$ cat src/rtl/bkpt_pkg.sv
// Shared constants and types for the breakpoint unit.
// Assumes exactly four slots: two fetch-only, two combined.
package bkpt_pkg;
    localparam int NSLOT   = 4;
    localparam int NCAUSE  = 7;
    localparam int CFG_AW  = 3;

    // Control register bit positions
    localparam int CTL_EN      = 0;
    localparam int CTL_FLOW    = 1;
    localparam int CTL_STEP    = 2;
    localparam int CTL_SLOT_EN = 3;   // 4 bits
    localparam int CTL_MODE    = 7;   // 2 bits, slots 2..3
    localparam int CTL_RANGE   = 9;
    localparam int CTL_RD      = 10;  // 2 bits
    localparam int CTL_WR      = 12;  // 2 bits
    localparam int CTL_USED    = 14;

    // Register indices
    localparam logic [CFG_AW-1:0] REG_CTRL  = 3'd0;
    localparam logic [CFG_AW-1:0] REG_SLOT0 = 3'd1;
    localparam logic [CFG_AW-1:0] REG_CLR   = 3'd5;

    // Cause bit positions (0..3 are the slots)
    localparam int CAUSE_RANGE = 4;
    localparam int CAUSE_FLOW  = 5;
    localparam int CAUSE_STEP  = 6;

    typedef struct packed {
        logic       unit_en;
        logic       flow_en;
        logic       step_en;
        logic [3:0] slot_en;
        logic [1:0] is_data;
        logic       range_mode;
        logic [1:0] rd_en;
        logic [1:0] wr_en;
    } bkpt_cfg_t;
endpackage

$ cat src/rtl/bkpt_cfg_regs.sv
// Configuration register file for the breakpoint unit.
// Holds control and slot values; decodes the cause-clear write.
// Assumes ADDR_W >= CTL_USED so control bits fit in one write word.
module bkpt_cfg_regs
    import bkpt_pkg::*;
#(
    parameter int ADDR_W = 16
) (
    input  logic                           clk,
    input  logic                           rst_n,
    input  logic                           cfg_we,
    input  logic [CFG_AW-1:0]              cfg_addr,
    input  logic [ADDR_W-1:0]              cfg_wdata,
    output bkpt_cfg_t                      cfg,
    output logic [NSLOT-1:0][ADDR_W-1:0]   slot_val,
    output logic [NCAUSE-1:0]              clr_mask
);
    logic [CTL_USED-1:0] ctrl_q;
    logic                unused_wdata;

    // Control register write
    always_ff @(posedge clk) begin
        if (!rst_n)
            ctrl_q <= '0;
        else if (cfg_we && cfg_addr == REG_CTRL)
            ctrl_q <= cfg_wdata[CTL_USED-1:0];
    end

    // One value register per slot
    for (genvar g = 0; g < NSLOT; g++) begin : g_slot
        always_ff @(posedge clk) begin
            if (!rst_n)
                slot_val[g] <= '0;
            else if (cfg_we && cfg_addr == REG_SLOT0 + CFG_AW'(g))
                slot_val[g] <= cfg_wdata;
        end
    end

    // Unpack control word into named fields
    always_comb begin
        cfg.unit_en    = ctrl_q[CTL_EN];
        cfg.flow_en    = ctrl_q[CTL_FLOW];
        cfg.step_en    = ctrl_q[CTL_STEP];
        cfg.slot_en    = ctrl_q[CTL_SLOT_EN +: 4];
        cfg.is_data    = ctrl_q[CTL_MODE +: 2];
        cfg.range_mode = ctrl_q[CTL_RANGE];
        cfg.rd_en      = ctrl_q[CTL_RD +: 2];
        cfg.wr_en      = ctrl_q[CTL_WR +: 2];
    end

    // Write-one-to-clear mask for the cause flags
    assign clr_mask = (cfg_we && cfg_addr == REG_CLR) ? cfg_wdata[NCAUSE-1:0] : '0;

    assign unused_wdata = ^cfg_wdata;

    initial begin
        if (ADDR_W < CTL_USED) $error("ADDR_W too small for control word");
    end
endmodule

$ cat src/rtl/bkpt_match.sv
// Comparator array: computes per-cycle cause flags from the fetch
// and data streams and the current configuration. Pure logic apart
// from the clock used by its assertions.
module bkpt_match
    import bkpt_pkg::*;
#(
    parameter int ADDR_W = 16
) (
    input  logic                          clk,
    input  logic                          rst_n,
    input  bkpt_cfg_t                     cfg,
    input  logic [NSLOT-1:0][ADDR_W-1:0]  slot_val,
    input  logic                          fetch_valid,
    input  logic [ADDR_W-1:0]             fetch_addr,
    input  logic                          fetch_flow_chg,
    input  logic                          instr_retire,
    input  logic                          dmem_valid,
    input  logic                          dmem_we,
    input  logic [ADDR_W-1:0]             dmem_addr,
    output logic [NCAUSE-1:0]             cause
);
    logic [NSLOT-1:0] slot_hit;
    logic             range_hit;

    for (genvar g = 0; g < NSLOT; g++) begin : g_cmp
        if (g < 2) begin : g_prog
            // Fetch-only comparator
            assign slot_hit[g] = cfg.slot_en[g] && fetch_valid
                                 && fetch_addr == slot_val[g];
        end else begin : g_comb
            logic data_ok;
            logic prog_ok;
            // Data comparator with read/write qualifiers
            assign data_ok = dmem_valid && dmem_addr == slot_val[g]
                             && (dmem_we ? cfg.wr_en[g-2] : cfg.rd_en[g-2]);
            // Fetch comparator
            assign prog_ok = fetch_valid && fetch_addr == slot_val[g];
            // Mode select; range mode removes single hits
            assign slot_hit[g] = cfg.slot_en[g] && !cfg.range_mode
                                 && (cfg.is_data[g-2] ? data_ok : prog_ok);
        end
    end

    // Masked fetch match using slot 2 as value and slot 3 as mask
    assign range_hit = cfg.range_mode && cfg.slot_en[2] && fetch_valid
                       && ((fetch_addr ^ slot_val[2]) & slot_val[3]) == '0;

    // Gather cause vector
    always_comb begin
        cause                = '0;
        cause[NSLOT-1:0]     = slot_hit;
        cause[CAUSE_RANGE]   = range_hit;
        cause[CAUSE_FLOW]    = cfg.flow_en && fetch_valid && fetch_flow_chg;
        cause[CAUSE_STEP]    = cfg.step_en && instr_retire;
    end

    p_fetch_hits_need_strobe_r12: assert property (@(posedge clk) disable iff (!rst_n)
        (cause[0] || cause[1] || cause[CAUSE_RANGE] || cause[CAUSE_FLOW]) |-> fetch_valid);

    p_data_slot_qualified_r3: assert property (@(posedge clk) disable iff (!rst_n)
        (cause[2] && cfg.is_data[0]) |->
            (dmem_valid && (dmem_we ? cfg.wr_en[0] : cfg.rd_en[0])));

    p_range_excludes_singles_r4: assert property (@(posedge clk) disable iff (!rst_n)
        cfg.range_mode |-> !(cause[2] || cause[3]));

    p_disabled_slot_quiet_r5: assert property (@(posedge clk) disable iff (!rst_n)
        $countones(cause[NSLOT-1:0] & ~cfg.slot_en) == 0);
endmodule

$ cat src/rtl/bkpt_unit.sv
// Breakpoint unit top: config registers, comparator array, sticky
// cause flags and the registered break request pulse.
// Assumes a single clock domain shared with the CPU pipeline.
module bkpt_unit
    import bkpt_pkg::*;
#(
    parameter int ADDR_W = 16
) (
    input  logic                 clk,
    input  logic                 rst_n,
    input  logic                 cfg_we,
    input  logic [CFG_AW-1:0]    cfg_addr,
    input  logic [ADDR_W-1:0]    cfg_wdata,
    input  logic                 fetch_valid,
    input  logic [ADDR_W-1:0]    fetch_addr,
    input  logic                 fetch_flow_chg,
    input  logic                 instr_retire,
    input  logic                 dmem_valid,
    input  logic                 dmem_we,
    input  logic [ADDR_W-1:0]    dmem_addr,
    output logic                 brk_req,
    output logic [NCAUSE-1:0]    brk_cause
);
    bkpt_cfg_t                     cfg;
    logic [NSLOT-1:0][ADDR_W-1:0]  slot_val;
    logic [NCAUSE-1:0]             clr_mask;
    logic [NCAUSE-1:0]             cause_raw;
    logic [NCAUSE-1:0]             cause_live;
    logic [NCAUSE-1:0]             status_q;
    logic                          req_q;

    bkpt_cfg_regs #(.ADDR_W(ADDR_W)) u_regs (
        .clk       (clk),
        .rst_n     (rst_n),
        .cfg_we    (cfg_we),
        .cfg_addr  (cfg_addr),
        .cfg_wdata (cfg_wdata),
        .cfg       (cfg),
        .slot_val  (slot_val),
        .clr_mask  (clr_mask)
    );

    bkpt_match #(.ADDR_W(ADDR_W)) u_match (
        .clk            (clk),
        .rst_n          (rst_n),
        .cfg            (cfg),
        .slot_val       (slot_val),
        .fetch_valid    (fetch_valid),
        .fetch_addr     (fetch_addr),
        .fetch_flow_chg (fetch_flow_chg),
        .instr_retire   (instr_retire),
        .dmem_valid     (dmem_valid),
        .dmem_we        (dmem_we),
        .dmem_addr      (dmem_addr),
        .cause          (cause_raw)
    );

    // Global enable gates every source
    assign cause_live = cause_raw & {NCAUSE{cfg.unit_en}};

    // Sticky flags: new hits win over a same-cycle clear
    always_ff @(posedge clk) begin
        if (!rst_n)
            status_q <= '0;
        else
            status_q <= (status_q & ~clr_mask) | cause_live;
    end

    // Registered break request, one cycle per hitting cycle
    always_ff @(posedge clk) begin
        if (!rst_n)
            req_q <= 1'b0;
        else
            req_q <= |cause_live;
    end

    assign brk_req   = req_q;
    assign brk_cause = status_q;

    p_req_has_cause_r9: assert property (@(posedge clk) disable iff (!rst_n)
        req_q |-> status_q != '0);

    p_disabled_no_req_r8: assert property (@(posedge clk) disable iff (!rst_n)
        !cfg.unit_en |=> !req_q);

    p_sticky_hold_r10: assert property (@(posedge clk) disable iff (!rst_n)
        1'b1 |=> ((status_q & $past(status_q & ~clr_mask)) == $past(status_q & ~clr_mask)));
endmodule

$ cat config.mk
export PLATFORM = sky130hd
export DESIGN_NAME = bkpt_unit
export DESIGN_NICKNAME = d
export VERILOG_FILES = /design/src/rtl/bkpt_pkg.sv /design/src/rtl/bkpt_cfg_regs.sv /design/src/rtl/bkpt_match.sv /design/src/rtl/bkpt_unit.sv
export SDC_FILE = /design/constraint.sdc
export NUM_CORES = 1
export LEC_CHECK = 0
export BUFFER_PORTS_ARGS = -buffer_cell sky130_fd_sc_hd__buf_2
export CAP_MARGIN = 10
export CELL_PAD_IN_SITES_DETAIL_PLACEMENT = 0
export CELL_PAD_IN_SITES_GLOBAL_PLACEMENT = 2
export CORE_ASPECT_RATIO = 0.8
export CORE_MARGIN = 8
export CORE_UTILIZATION = 36
export DETAILED_ROUTE_END_ITERATION = 8
export HOLD_SLACK_MARGIN = 0.03
export PLACE_DENSITY_LB_ADDON = 0.1
export SLEW_MARGIN = 40
export SYNTH_ARGS = -nofsm -noshare
export SYNTH_HDL_FRONTEND = slang
export SYNTH_HIERARCHICAL = 1
export SYNTH_SLANG_ARGS = --single-unit
$ cat constraint.sdc
create_clock -name clk -period 2.3 [get_ports clk]
set_input_delay 0.115 -clock clk [delete_from_list [all_inputs] [get_ports clk]]
set_output_delay 0.115 -clock clk [all_outputs]
set_load 0.01 [all_outputs]
## Word-level counts from Yosys, hierarchy flattened

Index checks and enable logic that the tools add are counted.

- Flip-flop bits (word level): 86
- Input port bits: 59
- Output and inout port bits: 8

- Equality and inequality tests: 11
- Mux-type cells: 5
- Bitwise operators: 6
- Reductions and logical operators: 30

Operators with widths:

| cell | number |
|---|---|
| $eq 16x16->1 | 6 |
| $logic_and 1x1->1 | 26 |
| $and 16x16->16 | 1 |
| $logic_not 16->1 | 1 |
| $xor 16x16->16 | 1 |
| $and 7x7->7 | 2 |
| $mux 7 | 1 |
| $not 7->7 | 1 |
| $or 7x7->7 | 1 |
| $reduce_or 7->1 | 1 |
| $eq 3x2->1 const B | 2 |
| $eq 3x3->1 const B | 2 |
| $mux 1 | 4 |
| $eq 3x1->1 const B | 1 |
| $logic_not 3->1 | 1 |
| $logic_not 1->1 | 1 |

## Longest topological paths before layout

Gate-level depths: netlist of the first run.

- Depth in word-level cells: 7
- Mapped depth: 8
- Gate-level depth less buffers: 7

## Cells and area by module

Netlist of the first run, hierarchy kept.

By module, submodules not included:

| module | instances | cells each | area each (µm²) | sequential area each (µm²) |
|---|---|---|---|---|
| bkpt_cfg_regs | 1 | 283 | 2915.3 | 1561.5 |
| bkpt_match | 1 | 153 | 1247.4 | 0.0 |
| bkpt_unit | 1 | 34 | 316.6 | 160.2 |

## Least setup slack after synthesis of the first run

Ideal clock, no wire load.

- Path type: register to register
- Start point: register u_regs/slot_val[45] (netlist bit)
- End point: register req_q, in the netlist brk_req
- Library setup time: 70 ps
- Arrival time: 1530 ps
- Required time: 2230 ps
- Path slack: 701 ps
- Cell stages (with the launch flop): 9
- Period minus slack after synthesis: 1599 ps
- Cells stage by stage: dfxtp_1 xor2_1 a22o_1 a221oi_1 nand3_1 a2111oi_2 buf_4 nor3_1 a21oi_1

RTL lines:

| element | RTL line | source |
|---|---|---|
| start: declaration | bkpt_cfg_regs.sv:15 | `output logic [NSLOT-1:0][ADDR_W-1:0] slot_val,` |
| start signal: indexed assignment | bkpt_cfg_regs.sv:35 | `slot_val[g] <= cfg_wdata;` |
| $xor 16x16->16 | bkpt_match.sv:46 | `&& ((fetch_addr ^ slot_val[2]) & slot_val[3]) == '0;` |
| $and 16x16->16 | bkpt_match.sv:46 |  |
| $logic_not 16->1 | bkpt_match.sv:46 |  |
| $logic_and 1x1->1 | bkpt_match.sv:46 |  |
| via u_match.range_hit | bkpt_match.sv:23 | `logic range_hit;` |
| $and 7x7->7 | bkpt_unit.sv:59 | `assign cause_live = cause_raw & {NCAUSE{cfg.unit_en}};` |
| $reduce_or 7->1 | bkpt_unit.sv:74 | `req_q <= \|cause_live;` |
| end signal: assignment | bkpt_unit.sv:74 |  |
| end: declaration | bkpt_unit.sv:30 | `logic req_q;` |

The timed path passes the listed nets, and every way through them passes these cells.
A chain may end at the register's enable or synchronous reset.

## Worst setup path in the final report of the first run

- Start point: register u_regs/slot_val[45] (netlist bit)
- End point: register req_q, in the netlist brk_req

RTL lines:

| element | RTL line | source |
|---|---|---|
| $xor 16x16->16 | bkpt_match.sv:46 |  |
| $and 16x16->16 | bkpt_match.sv:46 |  |
| $logic_not 16->1 | bkpt_match.sv:46 |  |
| $logic_and 1x1->1 | bkpt_match.sv:46 |  |
| via cause_raw[4] | bkpt_unit.sv:27 | `logic [NCAUSE-1:0] cause_raw;` |
| $and 7x7->7 | bkpt_unit.sv:59 |  |
| $reduce_or 7->1 | bkpt_unit.sv:74 |  |

The timed path passes the listed nets, and every way through them passes these cells.

==> key figures, run 1 <==
Detailed routing
  – DR WL/cell: 20.1 um
  – Total number of vias: 3506
  – Via density: 5.10
  – Final ANT Viol Nets: 0
  – DR DRC count: 0
  – DR pass1 iterations: 4
  – Final WL: 13800 um
  – Starting DRC count in detailed routing: 185

Critical path
  – Worst setup SP type: flip-flop
  – Worst path cell trace: xor2_1, a22o_1, a221oi_1, nand3_1, a2111oi_2, nor3_1, a21oi_1
  – Slowest CP cell: a2111oi_2
  – Setup crit end kind: flip-flop
  – Crit path arrival time: 2.16 ns
  – Worst Path Required: 2.57 ns
  – Crit path kind: flip-flop to flip-flop
  – Worst-path maximum fanout: 3
  – Max stage delay on crit path: 0.40 ns

Global routing
  – Congestion Overflow GR: 0
  – Vias in the first global route: 3571
  – Largest net degree at the start of global routing: 58
  – Initial antenna violation count: 0
  – GRT Util Overall: 0.174
  – Global-route wire length before repair: 21100 um

Clock tree
  – CTS root buf: clkbuf_16
  – Clk_lat worst skew: 0.34 ns
  – CTS Hold Bufs: 0
  – CTS buffer count: 9
  – Clk slew on worst S/H paths: 0.06 ns
  – Max clock buf depth: 2
  – H-tree Lvls: 3
  – Setup repair bufs after CTS: 0
  – Post-CTS Resized: 0
  – CTS tree: yes
  – CTS sink cnt: 86

Timing
  – Setup tns final: 0 ns
  – Fin crit period: 1.89 ns
  – Tcrit/Tclk final: 0.820
  – Fmax: 0.530 GHz
  – Worst slew pin tran: 0.636 ns
  – Final Setup Violations: 0
  – Final Hold Viols: 0
  – Max Slew Vio Count: 0
  – RSZ-0062 raised after global routing: false
  – Worst slew margin: 0.576
  – Setup Skew: 0.00320 ns

Place
  – Placer Congestion: 0.934
  – Dpl hpwl: 11000 um
  – Port bufs: 66

Logic synthesis
  – Syn. warnings: 6
  – Synth Instances: 470
  – Post-synthesis instance area: 0.00448 mm^2
  – Flops & latches, synth: 86
  – Avg Cell Area, Syn: 9.53 um^2
  – Mapped Nets: 529
  – Synth cell types: 36
  – Cell accounting for the most synthesized area: dfxtp_1
  – Area contributors post-synth: dfxtp_1 38%, mux2i_1 18%, xnor2_1 11%, nand2_1 8.5%, xor2_1 8.0%
  – Yosys top cell area share: 0.384
  – Register area share after synthesis: 0.384

Power and ir drop
  – Clock group share of total power: 0.433
  – Worst vdd ir: 0.000354 V
  – Net switching power: 851 uW
  – Pwr Density: 649 mW/mm^2
  – Leakage: 2.33 nW
  – Cell Int Power: 2.54 mW
  – Switching part of the total: 0.251
  – Combinational power share: 0.110
  – Seq pwr share: 0.457

Layout
  – Area grow syn2layout: 16.6%
  – Layout fillers: 1245
  – Antenna Cells: 0
  – Layout cells sized above 1: 0.177
  – # nets final: 590
  – Final core utilization: 0.429

Outcome
  – Status: finished clean

Floorplanning
  – Die ar.: 0.0163 mm^2
  – Horiz. Die Dim: 141 um
  – I/O pins: 67
  – Vert. Die Dim: 116 um
  – Core area: 0.0122 mm^2
  – Site Rows: 36
  – Starting Density: 0.368

Min path
  – Hold WC Path Type: input pin to flip-flop

Job
  – Max cap viols: 0
-- worst paths after layout --
path,from,end,slack [ns],cells past startpoint
hold reg to reg,u_regs/ctrl_q[11],u_regs/ctrl_q[11],0.46,2
setup / recovery,u_regs/slot_val[45],brk_req,0.41,7
setup reg to reg,u_regs/slot_val[45],brk_req,0.41,7
hold / removal,cfg_wdata[0],brk_cause[0],0.15,4
-- metrics by stage --
| stage | hold WS (ns) | area (um^2) | worst slack, ns | instances | power (mW) |
|---|---|---|---|---|---|
| 2_1_floorplan | 0.238 | 4480 | 0.701 | 470 | 1.78 |
| 3_3_place_gp | 0.443 | 4920 | 0.402 | 672 | 1.96 |
| 3_5_place_dp | 0.452 | 4920 | 0.395 | 672 | 1.96 |
| 4_1_cts | 0.139 | 5220 | 0.385 | 688 | 3.44 |
| 5_1_grt | 0.161 | 5220 | 0.231 | 688 | 3.53 |
| 6_report | 0.152 | 5220 | 0.414 | 688 | 3.39 |
-- cell usage after synthesis --
| cell | count |
|---|---|
| xnor2_1 | 55 |
| nand2_1 | 102 |
| nand4b_1 | 2 |
| and3_1 | 1 |
| and4b_1 | 1 |
| o41ai_1 | 1 |
| nor2_1 | 2 |
| dfxtp_1 | 86 |
| nor4bb_1 | 1 |
| nand3_1 | 6 |
| buf_2 | 7 |
| and4bb_2 | 1 |
| buf_12 | 1 |
| o41ai_2 | 1 |
| xor2_1 | 41 |
| buf_4 | 3 |
| buf_1 | 3 |
| a221oi_1 | 1 |
| and2_1 | 8 |
| nand4bb_1 | 3 |
| clkbuf_1 | 7 |
| nand4_1 | 16 |
| a21boi_1 | 7 |
| nor4_1 | 10 |
| nand2b_1 | 7 |
| a21oi_1 | 2 |
| nor4_2 | 2 |
| buf_6 | 1 |
| or4b_1 | 1 |
| a22o_1 | 2 |
| a2111oi_2 | 1 |
| a22oi_1 | 4 |
| mux2i_1 | 80 |
| and4b_2 | 1 |
| nor3_1 | 2 |
| or4_1 | 1 |
-- worst max-delay path: cells and delay by family (launching register included) --
kind,cells,cell delay [ns]
flops,1,0.34
compound gates,4,1.04
simple gates,2,0.24
xor+xnor,1,0.19
-- final cells by class --
cell class,count,area [um^2],share of cell area
multi-input combinational,362,2630,0.504
sequential,86,1720,0.330
timing repair buffer,72,378,0.0724
clock buffer,10,239,0.0458
tap,152,190,0.0364
clock inverter,6,61.3,0.0117
-- power groups by stage --
| stage | Clock (mW) | Sequential (mW) | Combinational [mW] |
|---|---|---|---|
| after floorplan | 0 | 1.57 | 0.208 |
| after global placement | 0 | 1.58 | 0.375 |
| after detailed placement | 0 | 1.58 | 0.375 |
| after CTS | 1.51 | 1.55 | 0.377 |
| after global routing | 1.57 | 1.55 | 0.402 |
| final | 1.47 | 1.55 | 0.374 |
-- per-layer routing --
| metal | up-vias | track usage | wire (um) |
|---|---|---|---|
| li1 | 1728 | - | - |
| met1 | 1692 | 0.233 | 6760 |
| met2 | 71 | 0.274 | 6130 |
| met3 | 15 | 0.0383 | 703 |
| met4 | 0 | 0.0543 | 225 |
| met5 | - | 0 | 0 |
-- cell usage in the layout, fill, tap and decap left out, types with 3 or more instances in the layout --
cell / instances
nand2b_1: 7
nand3_1: 6
nand4_1: 16
and2_1: 8
buf_4: 7
clkbuf_16: 9
xnor2_1: 55
nor4_1: 10
dfxtp_1: 86
a21boi_1: 7
clkinv_2: 3
a22oi_1: 4
nand4bb_1: 3
buf_2: 65
nand2_1: 102
mux2i_1: 80
xor2_1: 41
-- kinds of logic (layout without fill, tap and decap cells) --
family	Yosys count	count (layout)	share of synthesized area
DFF	86	86	0.384
AOI/OAI and AO/OA	19	19	0.0355
muxes	80	80	0.179
buffers and inverters	22	88	0.0282
and+or+nand+nor	167	167	0.185
xor gates and xnor gates	96	96	0.188
-- flip-flops by register name, summed over array words and instances, names as in the netlist --
name,flops
u_regs/slot_val,64
u_regs/ctrl_q,14
brk_cause,7
brk_req,1
No activity file was read; power rests on OpenSTA's default activity.
==> inputs of run 2 (changes only) <==
Clock period 2.3 ns to 1.8 ns, I/O delays scaled along.
==> key figures, run 2 (synthesis results as in run 1) <==
Timing
  – Fmax: 0.568 GHz (+7.1%)
  – Fin crit period: 1.76 ns (-0.125 ns)
  – Post-route setup slack: 0.0393 ns (-0.375 ns)
  – Max Slew Vio Count: 0 (unchanged)
  – Setup tns final: 0 ns (unchanged)
  – Worst slew pin tran: 0.417 ns (-0.219 ns)
  – Min Hold Slack: 0.120 ns (-0.0316 ns)
  – Worst slew margin: 0.721 (+0.145)
  – Setup Skew: 0.00383 ns (+0.000629 ns)
  – Final Setup Violations: 0 (unchanged)
  – RSZ-0062 raised after global routing: true
  – Tcrit/Tclk final: 0.978 (+0.158)
  – Final Hold Viols: 0 (unchanged)

Outcome
  – Status: finished clean

Detailed routing
  – DR DRC count: 0 (unchanged)
  – Starting DRC count in detailed routing: 230 (+24%)
  – Final ANT Viol Nets: 0 (unchanged)
  – DR pass1 iterations: 4 (unchanged)
  – Via density: 5.01 (-1.7%)
  – DR WL/cell: 20.0 um (-0.47%)
  – Final WL: 14200 um (+2.7%)
  – Total number of vias: 3557 (+1.5%)

Floorplanning
  – Core area: 0.0122 mm^2 (unchanged)
  – Vert. Die Dim: 116 um (unchanged)
  – I/O pins: 67 (unchanged)
  – Site Rows: 36 (unchanged)
  – Die ar.: 0.0163 mm^2 (unchanged)
  – Horiz. Die Dim: 141 um (unchanged)
  – Starting Density: 0.368 (unchanged)

Clock tree
  – H-tree Lvls: 3 (unchanged)
  – CTS sink cnt: 86 (unchanged)
  – CTS buffer count: 9 (unchanged)
  – Clk slew on worst S/H paths: 0.06 ns (about the same)
  – CTS tree: yes
  – CTS Hold Bufs: 0 (unchanged)
  – Max clock buf depth: 2 (unchanged)
  – Clk_lat worst skew: 0.34 ns (about the same)
  – CTS root buf: clkbuf_16

Layout
  – Most common cell after layout, fill and taps aside: nand2_1
  – # nets final: 612 (+3.7%)
  – Final cell count without fillers: 710 (+3.2%)
  – Antenna Cells: 0 (unchanged)
  – Max reg flops: 64 (unchanged)
  – Post-route cell area: 0.00551 mm^2 (+5.5%)
  – Layout fillers: 1217 (-2.2%)
  – Layout cells sized above 1: 0.240 (+0.0629)
  – Most frequent cells in the layout: 102 x nand2_1, 80 x dfxtp_1, 80 x mux2i_1
  – Area grow syn2layout: 23.0%
  – Top reg by flops: u_regs/slot_val
  – Final core utilization: 0.453 (+0.0236)

Power and ir drop
  – Worst vdd ir: 0.000495 V (+40%)
  – Leakage: 2.47 nW (+6.4%)
  – Pwr Density: 805 mW/mm^2 (+24%)
  – Overall Power: 4.44 mW (+31%)

Place
  – Port bufs: 66 (unchanged)
  – Placer Congestion: 0.924 (-1.1%)
  – Placed Area: 0.00508 mm^2 (+3.2%)
  – DP Cell Count: 693 (+3.1%)
  – Dpl hpwl: 11200 um (+1.9%)
  – Setup slack after placement: -0.130 ns (-0.525 ns)

Critical path
  – RR Startpoint: u_regs/slot_val[45]
  – Worst Path Required: 2.07 ns (-0.50 ns)
  – Reg-to-reg slack, setup: 0.04 ns (-0.37 ns)
  – Worst-path maximum fanout: 3 (unchanged)
  – Crit path kind: flip-flop to flip-flop
  – Reg2reg end: brk_req
  – R2r worst-path depth: 7 (unchanged)
  – Worst setup SP type: flip-flop
  – Setup crit end kind: flip-flop
  – CP startpoint: u_regs/slot_val[45]
  – Crit path arrival time: 2.03 ns (-0.13 ns)
  – CP endpoint: brk_req

Min path
  – Hold WC Path Type: input pin to flip-flop
  – Worst hold path depth: 3 (-1)

Global routing
  – Most Used Layer, Global Route: met2
  – Congestion Overflow GR: 0 (unchanged)
  – Global Route met1 Usage: 0.239 (+0.00600)
  – Global-route wire length before repair: 21300 um (+0.98%)
  – Met2 GRT Util: 0.275 (+0.00161)
  – Largest net degree at the start of global routing: 40 (-31%)
  – Grt met3 use: 0.0362 (-0.00206)
  – GRT Util Overall: 0.175 (+0.00103)
  – Initial antenna violation count: 0 (unchanged)
  – Vias in the first global route: 3617 (+1.3%)

Job
  – Max cap viols: 0 (unchanged)
## run 2: cell types whose count changed in the layout (fill, tap and decap cells not counted), sizes merged
| cell | delta |
|---|---|
| clkbuf | +2 |
| inv | +1 |
| clkinv | -4 |
| buf | +22 |
| clkinvlp | +1 |
## run 2: worst max-delay path, stage by stage (launching register included)
cell and delay, ns:
dfxtp_2 0.34, xor2_1 0.18, a22o_1 0.23, a221oi_2 0.22
nand3_1 0.16, a2111oi_4 0.33, nor3_2 0.08, a21oi_1 0.16
## run 2: worst min path at each step
stage	from	endpoint
after global routing	cfg_wdata[15]	u_regs/slot_val[47]
after detailed placement	u_regs/ctrl_q[12]	u_regs/ctrl_q[12]
final	cfg_wdata[15]	u_regs/slot_val[47]
after CTS	cfg_wdata[0]	brk_cause[0]
after floorplan	rst_n	brk_req
after global placement	u_regs/ctrl_q[1]	u_regs/ctrl_q[1]
## run 2: repair_timing
| item | CTS | global route |
|---|---|---|
| pin swaps | 5 | 7 |
| gates resized for setup | 5 | 16 |
| setup buffers | 0 | 1 |
| endpoints found under the setup margin | 3 | 6 |
## run 2: final cells by class
cell class / count / area [um^2] / share of cell area
clock inverters: 4 / 53.8 / 0.00977
clock buffers: 12 / 256 / 0.0466
multi-input cells: 362 / 2740 / 0.497
repair buffers: 94 / 543 / 0.0986
flip-flops and latches: 86 / 1730 / 0.314
well taps: 152 / 190 / 0.0345
## run 2: where the power goes
part / internal [mW] / switching, mW / total [mW]
Clock: 1.16 / 0.782 / 1.94
Combinational: 0.214 / 0.306 / 0.520
Sequential: 1.94 / 0.0340 / 1.98
## run 2: layer usage
| layer | up-vias | routed length, um |
|---|---|---|
| li1 | 1768 | - |
| met1 | 1723 | 7060 |
| met3 | 10 | 555 |
| met2 | 56 | 6420 |
| met5 | - | 0 |
| met4 | 0 | 158 |
==> inputs of run 3 (changes only) <==
Clock period 1.8 ns to 2 ns, I/O delays scaled along.
==> key figures, run 3 (synthesis results as in run 1) <==
Outcome
  – Status: finished clean

Detailed routing
  – Via density: 5.09 (+1.5%)
  – DR pass1 iterations: 4 (unchanged)
  – DR DRC count: 0 (unchanged)
  – Final ANT Viol Nets: 0 (unchanged)
  – DR WL/cell: 20.2 um (+1.1%)
  – Final WL: 13900 um (-1.8%)
  – Starting DRC count in detailed routing: 233 (+1.3%)
  – Total number of vias: 3510 (-1.3%)

Global routing
  – Congestion Overflow GR: 0 (unchanged)
  – GRT Util Overall: 0.173 (-0.00174)
  – Vias in the first global route: 3594 (-0.64%)
  – Initial antenna violation count: 0 (unchanged)
  – Global-route wire length before repair: 20900 um (-1.6%)
  – Largest net degree at the start of global routing: 49 (+23%)

Timing
  – Worst slew margin: 0.585 (-0.136)
  – Final Hold Viols: 0 (unchanged)
  – Post-route setup slack: 0.163 ns (+0.123 ns)
  – Fin crit period: 1.84 ns (+0.0767 ns)
  – Min Hold Slack: 0.138 ns (+0.0175 ns)
  – Setup Skew: 0.00479 ns (+0.000963 ns)
  – Final Setup Violations: 0 (unchanged)
  – Setup tns final: 0 ns (unchanged)
  – Max Slew Vio Count: 0 (unchanged)
  – Worst slew pin tran: 0.622 ns (+0.206 ns)
  – Tcrit/Tclk final: 0.919 (-0.0594)
  – RSZ-0062 raised after global routing: false
  – Fmax: 0.544 GHz (-4.2%)

Critical path
  – Crit path arrival time: 2.11 ns (+0.08 ns)
  – Reg-to-reg slack, setup: 0.16 ns (+0.12 ns)
  – R2r worst-path depth: 6 (-1)
  – Worst Path Required: 2.27 ns (+0.20 ns)
  – Worst setup SP type: flip-flop
  – Reg2reg end: brk_cause[2]
  – Setup crit end kind: flip-flop
  – Crit path kind: flip-flop to flip-flop
  – Worst-path maximum fanout: 3 (unchanged)
  – RR Startpoint: u_regs/slot_val[46]

Job
  – Max cap viols: 0 (unchanged)

Clock tree
  – CTS root buf: clkbuf_16
  – CTS tree: yes
  – CTS buffer count: 9 (unchanged)
  – Setup repair bufs after CTS: 0 (unchanged)
  – Clk slew on worst S/H paths: 0.06 ns (about the same)
  – Max clock buf depth: 2 (unchanged)
  – Clk_lat worst skew: 0.34 ns (about the same)
  – H-tree Lvls: 3 (unchanged)
  – CTS sink cnt: 86 (unchanged)

Min path
  – Hold WC Path Type: input pin to flip-flop
  – Worst hold path depth: 4 (+1)
  – Worst Hold Endpoint: brk_cause[0]
  – Hold path startpoint: cfg_wdata[0]

Place
  – Placed Area: 0.00496 mm^2 (-2.4%)
  – Dpl hpwl: 10900 um (-2.6%)
  – Placer Congestion: 0.881 (-4.7%)
  – DP Cell Count: 675 (-2.6%)
  – Setup slack after placement: 0.0720 ns (+0.202 ns)
  – Port bufs: 66 (unchanged)

Power and ir drop
  – Worst vdd ir: 0.000331 V (-33%)
  – Leakage: 2.33 nW (-6.0%)
  – Pwr Density: 712 mW/mm^2 (-12%)

Layout
  – Final cell count without fillers: 690 (-2.8%)
  – Area grow syn2layout: 17.0%
  – # nets final: 593 (-3.1%)
  – Most frequent cells in the layout: 102 x nand2_1, 86 x dfxtp_1, 80 x mux2i_1
  – Antenna Cells: 0 (unchanged)
  – Layout cells sized above 1: 0.178 (-0.0617)
  – Top reg by flops: u_regs/slot_val
  – Max reg flops: 64 (unchanged)
  – Post-route cell area: 0.00524 mm^2 (-4.9%)
  – Most common cell after layout, fill and taps aside: nand2_1

Floorplanning
  – Starting Density: 0.368 (unchanged)
  – Site Rows: 36 (unchanged)
  – Die ar.: 0.0163 mm^2 (unchanged)
  – Horiz. Die Dim: 141 um (unchanged)
  – Vert. Die Dim: 116 um (unchanged)
  – I/O pins: 67 (unchanged)
  – Core area: 0.0122 mm^2 (unchanged)
-- run 3: cell types whose count changed in the layout (fill, tap and decap cells not counted), moves of 2 or more --
cell,previous run,this run
buf_4,29,9
dfxtp_1,80,86
dfxtp_2,6,0
nor4_1,5,9
nor4_2,7,3
clkbuf_8,2,0
clkinv_2,0,2
nor3_1,0,2
nor3_2,2,0
xnor2_1,53,55
xnor2_2,2,0
-- run 3: layout make-up --
| class | count | area [um^2] |
|---|---|---|
| clock inverters | 4 | 25.0 |
| repair buffers | 75 | 413 |
| multi-input cells | 362 | 2660 |
| fillers | 1288 | 6920 |
| flip-flops and latches | 86 | 1720 |
| well taps | 152 | 190 |
| clock buffers | 11 | 233 |
-- run 3: critical path: stages, from the launching register on --
cell,delay [ns]
dfxtp_1,0.34
xor2_1,0.19
nor4_1,0.35
nand4_1,0.18
o41ai_2,0.45
nand2_1,0.12
a21boi_1,0.13
-- run 3: layer usage --
metal | part of all wire | track usage | wire (um) | vias up
li1 | - | - | - | 1733
met1 | 0.49 | 0.229 | 6830 | 1706
met2 | 0.45 | 0.275 | 6310 | 58
met3 | 0.041 | 0.0391 | 569 | 13
met4 | 0.016 | 0.0557 | 221 | 0
met5 | 0 | 0 | 0 | -
-- run 3: worst max-delay path by stage --
stage	start	end	slack [ns]	depth (start not counted)
after floorplan	u_regs/slot_val[45]	brk_req	0.40	8
after global placement	u_regs/slot_val[62]	brk_req	0.09	7
after detailed placement	u_regs/slot_val[62]	brk_req	0.07	7
after CTS	u_regs/slot_val[62]	brk_req	0.04	7
after global routing	u_regs/slot_val[29]	brk_req	0.03	6
final	u_regs/slot_val[46]	brk_cause[2]	0.16	6
-- run 3: where the power goes --
group | internal (mW) | switching (mW)
registers | 1.75 | 0.0324
logic | 0.178 | 0.262
clock network | 0.831 | 0.678
total | 2.76 | 0.972
-- run 3: per-stage QoR --
step / utilization / total power, mW
6_report: 0.431 / 3.73
5_1_grt: 0.431 / 3.88
4_1_cts: 0.429 / 3.78
3_5_place_dp: 0.408 / 2.26
3_3_place_gp: 0.408 / 2.25
2_1_floorplan: - / 2.05
-- run 3: what timing repair did --
| action | 4_1_cts | 5_1_grt |
|---|---|---|
| endpoints found under the setup margin | 0 | 2 |
| hold buffers | 0 | 0 |
| gates resized for setup | 0 | 3 |
